--- src/rtl/pmio_pkg.sv ---
package pmio_pkg;

   // Offsets inside the I/O window (low 16 bits; bit 16 marks the window)
   localparam logic [15:0] WIN_CONSOLE = 16'h0000;
   localparam logic [15:0] WIN_PM_KEY  = 16'hFC80;
   localparam logic [15:0] WIN_PM_PTR  = 16'hFC84;
   localparam logic [15:0] WIN_PM_DATA = 16'hFC88;
   localparam logic [15:0] WIN_TIMER   = 16'hFFF4;
   localparam logic [15:0] WIN_DEBUG   = 16'hFFF8;
   localparam logic [15:0] WIN_EXIT    = 16'hFFFC;

   typedef enum logic [2:0] {
      IO_NONE, IO_CONSOLE, IO_PM_KEY, IO_PM_PTR,
      IO_PM_DATA, IO_TIMER, IO_DEBUG, IO_EXIT
   } io_sel_e;

   // Low address bits to clear for a given size code
   function automatic logic [1:0] low_clear(input logic [1:0] size);
      case (size)
         2'd1:    low_clear = 2'b01;
         2'd2:    low_clear = 2'b11;
         default: low_clear = 2'b00;
      endcase
   endfunction

endpackage

--- src/rtl/pmio_decode.sv ---
module pmio_decode
   import pmio_pkg::*;
#(
   parameter int RAM_AW = 16
) (
   input  logic [RAM_AW:0]   addr,
   input  logic [1:0]        size,
   output logic              is_io,
   output logic [RAM_AW-1:0] ram_addr,
   output io_sel_e           sel
);

   logic [RAM_AW-1:0] low;

   assign low      = addr[RAM_AW-1:0];
   assign is_io    = addr[RAM_AW];
   assign ram_addr = {low[RAM_AW-1:2], low[1:0] & ~low_clear(size)};

   always_comb begin
      sel = IO_NONE;
      if      (low == RAM_AW'(WIN_CONSOLE)) sel = IO_CONSOLE;
      else if (low == RAM_AW'(WIN_PM_KEY))  sel = IO_PM_KEY;
      else if (low == RAM_AW'(WIN_PM_PTR))  sel = IO_PM_PTR;
      else if (low == RAM_AW'(WIN_PM_DATA)) sel = IO_PM_DATA;
      else if (low == RAM_AW'(WIN_TIMER))   sel = IO_TIMER;
      else if (low == RAM_AW'(WIN_DEBUG))   sel = IO_DEBUG;
      else if (low == RAM_AW'(WIN_EXIT))    sel = IO_EXIT;
   end

endmodule

--- src/rtl/pmio_pmport.sv ---
module pmio_pmport
   import pmio_pkg::*;
#(
   parameter int          PM_AW = 18,
   parameter logic [31:0] KEY   = 32'h1337F7D1
) (
   input  logic             clk,
   input  logic             rst_n,
   input  logic             key_we,
   input  logic             ptr_we,
   input  logic             data_we,
   input  logic [31:0]      wdata,
   input  logic [1:0]       size,
   output logic             pm_wr_en,
   output logic [PM_AW-1:0] pm_addr,
   output logic [1:0]       pm_size,
   output logic [31:0]      pm_wdata
);

   localparam logic [PM_AW-1:0] STEP = PM_AW'(4);

   logic             unlocked_q;
   logic [PM_AW-1:0] ptr_q;
   logic             accept;

   assign accept = data_we && unlocked_q;

   always_ff @(posedge clk or negedge rst_n) begin
      if (!rst_n) begin
         unlocked_q <= 1'b0;
         ptr_q      <= '0;
         pm_wr_en   <= 1'b0;
         pm_addr    <= '0;
         pm_size    <= '0;
         pm_wdata   <= '0;
      end else begin
         if (key_we) unlocked_q <= (wdata == KEY);
         if (ptr_we)      ptr_q <= wdata[PM_AW-1:0];
         else if (accept) ptr_q <= ptr_q + STEP;
         pm_wr_en <= accept;
         if (accept) begin
            pm_addr  <= {ptr_q[PM_AW-1:2], ptr_q[1:0] & ~low_clear(size)};
            pm_size  <= size;
            pm_wdata <= wdata;
         end
      end
   end

   AST_PM_NEEDS_KEY: assert property (@(posedge clk) disable iff (!rst_n)
      pm_wr_en |-> $past(unlocked_q));

   AST_PTR_ADVANCE: assert property (@(posedge clk) disable iff (!rst_n)
      pm_wr_en |-> ptr_q == $past(ptr_q) + STEP);

   AST_PTR_FROZEN: assert property (@(posedge clk) disable iff (!rst_n)
      $past(data_we && !unlocked_q && !ptr_we) |-> ptr_q == $past(ptr_q));

endmodule

--- src/rtl/pmio_tick.sv ---
module pmio_tick #(
   parameter int DIV = 100
) (
   input  logic        clk,
   input  logic        rst_n,
   output logic [31:0] count
);

   localparam int PW = (DIV > 1) ? $clog2(DIV) : 1;
   localparam logic [PW-1:0] LAST = PW'(DIV - 1);

   logic [PW-1:0] pre_q;

   always_ff @(posedge clk or negedge rst_n) begin
      if (!rst_n) begin
         pre_q <= '0;
         count <= '0;
      end else if (pre_q == LAST) begin
         pre_q <= '0;
         count <= count + 32'd1;
      end else begin
         pre_q <= pre_q + PW'(1);
      end
   end

   AST_TICK_STEP: assert property (@(posedge clk) disable iff (!rst_n)
      (count != $past(count)) |-> (count == $past(count) + 32'd1 && pre_q == '0));

endmodule

--- src/rtl/pmem_io_gate.sv ---
module pmem_io_gate
   import pmio_pkg::*;
#(
   parameter int          RAM_AW          = 16,
   parameter int          PM_AW           = 18,
   parameter int          TICK_DIV        = 100,
   parameter bit          UNKNOWN_FLAG_EN = 1'b1,
   parameter logic [31:0] UNLOCK_KEY      = 32'h1337F7D1
) (
   input  logic              clk,
   input  logic              rst_n,
   input  logic              bus_wr_en,
   input  logic              bus_rd_en,
   input  logic [31:0]       bus_addr,
   input  logic [1:0]        bus_size,
   input  logic [31:0]       bus_wdata,
   output logic [31:0]       bus_rdata,
   output logic              ram_wr_en,
   output logic              ram_rd_en,
   output logic [RAM_AW-1:0] ram_addr,
   output logic [1:0]        ram_size,
   output logic [31:0]       ram_wdata,
   input  logic [31:0]       ram_rdata,
   output logic              pm_wr_en,
   output logic [PM_AW-1:0]  pm_addr,
   output logic [1:0]        pm_size,
   output logic [31:0]       pm_wdata,
   output logic              con_valid,
   output logic [7:0]        con_byte,
   input  logic [7:0]        con_in,
   output logic              exit_pulse,
   output logic              dbg_valid,
   output logic [31:0]       dbg_data,
   output logic              illegal_rd,
   output logic              unknown_wr
);

   if (RAM_AW != 16) begin : g_bad_ram_aw
      $error("RAM_AW must be 16: the I/O window offsets use 16 bits");
   end
   if (PM_AW < 3 || PM_AW > 32) begin : g_bad_pm_aw
      $error("PM_AW must lie in 3..32");
   end
   if (TICK_DIV < 2) begin : g_bad_div
      $error("TICK_DIV must be at least 2");
   end

   logic        is_io;
   io_sel_e     sel;
   logic        io_wr, io_rd;
   logic [31:0] tick_count;
   logic        unused_hi;

   assign unused_hi = ^bus_addr[31:RAM_AW+1];

   pmio_decode #(.RAM_AW(RAM_AW)) u_decode (
      .addr     (bus_addr[RAM_AW:0]),
      .size     (bus_size),
      .is_io    (is_io),
      .ram_addr (ram_addr),
      .sel      (sel)
   );

   assign io_wr     = bus_wr_en &&  is_io;
   assign io_rd     = bus_rd_en &&  is_io;
   assign ram_wr_en = bus_wr_en && !is_io;
   assign ram_rd_en = bus_rd_en && !is_io;
   assign ram_size  = bus_size;
   assign ram_wdata = bus_wdata;

   pmio_pmport #(.PM_AW(PM_AW), .KEY(UNLOCK_KEY)) u_pmport (
      .clk      (clk),
      .rst_n    (rst_n),
      .key_we   (io_wr && sel == IO_PM_KEY),
      .ptr_we   (io_wr && sel == IO_PM_PTR),
      .data_we  (io_wr && sel == IO_PM_DATA),
      .wdata    (bus_wdata),
      .size     (bus_size),
      .pm_wr_en (pm_wr_en),
      .pm_addr  (pm_addr),
      .pm_size  (pm_size),
      .pm_wdata (pm_wdata)
   );

   pmio_tick #(.DIV(TICK_DIV)) u_tick (
      .clk   (clk),
      .rst_n (rst_n),
      .count (tick_count)
   );

   always_comb begin
      if (!is_io)                bus_rdata = ram_rdata;
      else if (sel == IO_CONSOLE) bus_rdata = {24'd0, con_in};
      else if (sel == IO_TIMER)   bus_rdata = tick_count;
      else                        bus_rdata = '0;
   end

   always_ff @(posedge clk or negedge rst_n) begin
      if (!rst_n) begin
         con_valid  <= 1'b0;
         con_byte   <= '0;
         exit_pulse <= 1'b0;
         dbg_valid  <= 1'b0;
         dbg_data   <= '0;
         illegal_rd <= 1'b0;
      end else begin
         con_valid  <= io_wr && sel == IO_CONSOLE;
         if (io_wr && sel == IO_CONSOLE) con_byte <= bus_wdata[7:0];
         exit_pulse <= io_wr && sel == IO_EXIT;
         dbg_valid  <= io_wr && sel == IO_DEBUG;
         if (io_wr && sel == IO_DEBUG) dbg_data <= bus_wdata;
         illegal_rd <= io_rd && !(sel == IO_CONSOLE || sel == IO_TIMER);
      end
   end

   if (UNKNOWN_FLAG_EN) begin : g_unknown_flag
      always_ff @(posedge clk or negedge rst_n) begin
         if (!rst_n) unknown_wr <= 1'b0;
         else        unknown_wr <= io_wr && sel == IO_NONE;
      end
   end else begin : g_no_unknown_flag
      assign unknown_wr = 1'b0;
   end

   AST_WORD_ALIGN: assert property (@(posedge clk) disable iff (!rst_n)
      ((ram_wr_en || ram_rd_en) && ram_size == 2'd2) |-> ram_addr[1:0] == 2'b00);

   AST_CON_FROM_WRITE: assert property (@(posedge clk) disable iff (!rst_n)
      con_valid |-> $past(bus_wr_en) && $past(bus_addr[RAM_AW]));

   AST_ILLEGAL_FROM_READ: assert property (@(posedge clk) disable iff (!rst_n)
      illegal_rd |-> $past(bus_rd_en) && $past(bus_addr[RAM_AW]));

endmodule

--- config.mk ---
export PLATFORM = sky130hd
export DESIGN_NAME = pmem_io_gate
export DESIGN_NICKNAME = d
export VERILOG_FILES = /design/src/rtl/pmio_pkg.sv /design/src/rtl/pmio_decode.sv /design/src/rtl/pmio_pmport.sv /design/src/rtl/pmio_tick.sv /design/src/rtl/pmem_io_gate.sv
export SDC_FILE = /design/constraint.sdc
export NUM_CORES = 1
export LEC_CHECK = 0
export BUFFER_PORTS_ARGS = -buffer_cell sky130_fd_sc_hd__buf_2
export CAP_MARGIN = 20
export CORE_MARGIN = 3
export CORE_UTILIZATION = 35
export CTS_BUF_LIST = sky130_fd_sc_hd__clkbuf_16
export CTS_CLUSTER_DIAMETER = 150
export CTS_CLUSTER_SIZE = 25
export DETAILED_ROUTE_END_ITERATION = 10
export SETUP_SLACK_MARGIN = 0.3
export SLEW_MARGIN = 20
export SYNTH_ARGS = -nofsm -noshare
export SYNTH_HDL_FRONTEND = slang
export SYNTH_SLANG_ARGS = --single-unit
--- constraint.sdc ---
create_clock -name clk -period 3 [get_ports clk]
set_input_delay 0.15 -clock clk [delete_from_list [all_inputs] [get_ports clk]]
set_output_delay 0.15 -clock clk [all_outputs]
set_load 0.05 [all_outputs]
==> load_flow_metrics.sql <==
INSERT INTO impl_metrics (metric_group, metric, value, unit) VALUES
('clock_tree', 'numCtsBuffers', '17', ''),
('power_and_ir_drop', 'switching_fraction', '26.98', '%'),
('yosys', 'ys_dominant_reg_cell', 'dfrtp_1', ''),
('place', 'dp_hpwl', '15.54', 'mm'),
('die', 'total_core_area', '21420', 'µm²'),
('run', 'timing.max_cap.violations', '0', ''),
('route', 'routed_via_density', '4.929', ''),
('yosys', 'mappedNetlistArea', '7781', 'µm²'),
('yosys', 'library_cells_used_by_synthesis', '55', ''),
('worst_setup_path', 'crit_path_max_incr_delay', '600', 'ps'),
('sta', 'worst_clock_skew', '10.09', 'ps'),
('yosys', 'ys.warnings.count', '0', ''),
('sta', 'worst_relative_slew_slack', '43.81', '%'),
('yosys', 'async_reset_ff_share', '100.0', '%'),
('final_layout', 'final.fill_count', '2051', ''),
('grt', 'grt_antenna_before_repair', '0', ''),
('die', 'design.portCount', '292', ''),
('sta', 'final_min_period_over_clock_period', '81.26', '%'),
('route', 'dr_vias', '6575', ''),
('worst_setup_path', 'cp_dominant_cell_by_count', 'buf_2', ''),
('clock_tree', 'cts_tree', 'built', ''),
('outcome', 'run_status', 'completed', ''),
('worst_setup_path', 'cp_num_buf_inv', '3', ''),
('worst_setup_path', 'path_depth', '9', ''),
('route', 'drc', '0', ''),
('yosys', 'synth-seq-area-share', '50.17', '%'),
('final_layout', 'sequential_area', '3904', 'µm²'),
('route', 'detail-route-antenna-nets', '0', ''),
('worst_setup_path', 'cell_at_the_slowest_stage_of_the_critical_path', 'nor4_2', ''),
('power_and_ir_drop', 'clock_power_share', '44.5', '%'),
('route', 'drt-initial-drc-count', '339', ''),
('worst_setup_path', 'critPathTopFamily', 'simple AND/OR/NAND/NOR gates', ''),
('worst_setup_path', 'crit_path_cell_trace', 'buf_2 > nand4_1 > nor4_2 > nand2_1 > nor3_2 > buf_4 > a22oi_1 > a21oi_1 > buf_2', ''),
('worst_setup_path', 'r2r-end', 'u_tick.count[30]', ''),
('power_and_ir_drop', 'post-layout-total-power', '4.755', 'mW'),
('final_layout', 'finalNetCount', '1160', ''),
('place', 'place.detailed.instances', '1280', ''),
('power_and_ir_drop', 'p_comb_share', '11.2', '%'),
('sta', 'max_freq', '410.2', 'MHz'),
('worst_setup_path', 'startpoint', 'bus_addr[15]', ''),
('power_and_ir_drop', 'worst_ir_drop_vdd', '296.8', 'µV'),
('die', 'die_height', '155.1', 'µm'),
('die', 'fp.dieW', '155.1', 'µm'),
('grt', 'via_count_of_the_first_global_routing_pass', '6417', ''),
('worst_setup_path', 'critPathKind', 'input pin to output pin', ''),
('route', 'detail_route.wl_per_cell', '16.12', 'µm'),
('final_layout', 'multiInputGateArea', '3307', 'µm²'),
('yosys', 'syn_avg_cell_area', '9.775', 'µm²'),
('sta', 'setup-tns-final', '0', 'ps'),
('final_layout', 'areaGrowthSynthToFinish', '27.85', '%'),
('place', 'port_buffers', '276', ''),
('clock_tree', 'worst_setup_hold_path_clk_slew', '60', 'ps'),
('grt', 'largest_net_degree_at_the_start_of_global_routing', '88', ''),
('yosys', 'postSynthRegisterBits', '156', ''),
('sta', 'unrepaired_setup_endpoints_after_global_routing', 'false', ''),
('power_and_ir_drop', 'p_sw', '1.283', 'mW'),
('grt', 'groute.usage.overall', '17.97', '%'),
('die', 'fp.dieArea', '24060', 'µm²'),
('clock_tree', 'root_buffer_selected_by_cts', 'clkbuf_16', ''),
('final_layout', 'layoutNonFillerInstCount', '1334', ''),
('route', 'drt_pass1_iterations', '5', ''),
('sta', 'finalSetupViolations', '0', ''),
('clock_tree', 'postCtsSetupRepairBufs', '0', ''),
('grt', 'grt_pass1_wl', '34.60', 'mm'),
('worst_setup_path', 'crit_path_to', 'bus_rdata[1]', ''),
('min_path', 'min_delay_path_depth', '3', ''),
('place', 'gp_congestion', '0.7853', ''),
('yosys', 'synth.net_count', '910', ''),
('grt', 'gr-total-overflow', '0', ''),
('worst_setup_path', 'arrival', '2290', 'ps'),
('worst_setup_path', 'ff2ff_path_depth', '7', '');
-- Yosys cell counts, types with 3 or more instances --
cell type  count  area [µm²]
a2111o_1       3       33.78
a21oi_1       11       55.05
a222oi_1       7       70.07
a22oi_1       10       75.07
a2bb2oi_1      3       26.28
a31o_2        19       166.4
and2_1         7       43.79
and3_1        15       93.84
and4_1         8       70.07
buf_2         10       50.05
buf_4         51       382.9
clkbuf_1      19       71.32
dfrtp_1      156        3904
ha_1           4       50.05
inv_1         20       75.07
mux2_1        41       461.7
mux2i_1        4       40.04
nand2_1      174       653.1
nand3_1       29       145.1
nand4_1       15       93.84
nand4b_1       3       26.28
nor2_1        43       161.4
nor2b_1       22       137.6
nor3_1        13       65.06
nor4_1         6       37.54
nor4_2         4       50.05
o21ai_0        6       30.03
o21ai_1       25       125.1
or3_1          4       25.02
xnor2_1       26       227.7
xor2_1         9       78.83
-- stage by stage --
stage	hold slack, ps	util, %	setup WS, ps	instance area, µm²
after floorplan	-145.6	-	445.6	7781
after global placement	298.9	42.74	234.5	9155
final	12.31	46.45	562.2	9948
after detailed placement	302.3	42.74	200.3	9155
after global routing	15.08	46.45	369.2	9948
after CTS	1.970	46.45	514.0	9948
-- repair_timing --
item	4_1_cts	5_1_grt
endpoints found under the hold margin	113	0
resized for setup	0	0
hold buffers	22	0
-- power by group through the flow --
stage / logic [mW] / registers [mW] / clock network [mW]
finish: 0.534 / 2.11 / 2.12
detailed placement: 0.519 / 2.15 / 0
global route: 0.573 / 2.10 / 2.29
global placement: 0.517 / 2.15 / 0
CTS: 0.542 / 2.11 / 2.19
floorplan: 0.338 / 2.15 / 0
-- routing by layer --
metal | up-vias | global-route usage, % | wire, µm
met1 | 3105 | 23.15 | 9388
li1 | 3219 | - | -
met4 | 0 | 5.425 | 280
met5 | - | 0 | 0
met3 | 18 | 4.868 | 1680
met2 | 233 | 29.65 | 10160
-- how the worst min path moves through the flow --
stage	start	end	slack [ps]
after floorplan	rst_n	con_byte[0]	-150
after global placement	rst_n	u_pmport.pm_wdata[11]	300
after detailed placement	rst_n	dbg_data[11]	300
after CTS	bus_size[0]	u_pmport.pm_size[0]	2
after global routing	bus_wdata[16]	u_pmport.pm_wdata[16]	20
final	bus_wdata[22]	u_pmport.pm_wdata[22]	10
-- final cells by class --
cell class / instances / area share [%]
Clock inverter: 15 / 1.484
Sequential cell: 156 / 39.24
Timing Repair Buffer: 313 / 17.54
Clock buffer: 17 / 4.276
Inverter: 20 / 0.7546
Tap cell: 275 / 3.459
Multi-Input combinational cell: 538 / 33.24
-- layout by cell type, fill, tap and decap left out, types with 4 or more instances in the layout --
cell and count:
nor2b_1 22, clkinv_2 4, and2_1 7, nand2_1 174, xor2_1 9, nor4_1 6, nor2_1 43, and3_1 15
ha_1 4, inv_1 22, o21ai_1 25, buf_4 13, nand3_1 29, xnor2_1 26, a22oi_1 10, and4_1 8
nand4_1 15, a222oi_1 7, a31o_2 19, a21oi_1 11, mux2i_1 4, dlygate4sd3_1 22, nor3_1 12, buf_2 275
or3_1 4, clkbuf_16 17, mux2_1 41, dfrtp_1 156, o21ai_0 6
-- state kept, by name, summed over array words and instances, names as in the netlist, 2 cells and up --
signal	cells
u_pmport.pm_size	2
u_pmport.pm_wdata	32
u_pmport.ptr_q	18
u_tick.count	32
con_byte	8
u_tick.pre_q	7
u_pmport.pm_addr	18
dbg_data	32
-- worst reg2reg max path: stages (launching register included) --
cell,delay (ps)
dfrtp_1,370
ha_1,250
nand4bb_1,160
nor3b_2,400
and3_1,390
nand2_1,180
nor3_1,260
xor2_1,160
-- cell families (layout without fill, tap and decap cells) --
kind of cell,Yosys count,in the layout,synth area share (%)
and+or+nand+nor,359,359,22.45
DFF,156,156,50.17
buffers and inverters,102,365,7.638
AOI/OAI and AO/OA,94,94,8.571
muxes,46,46,6.593
xor gates and xnor gates,35,35,3.940
adders and majority gates,4,4,0.6432
Power figures use the tool's default switching activity.
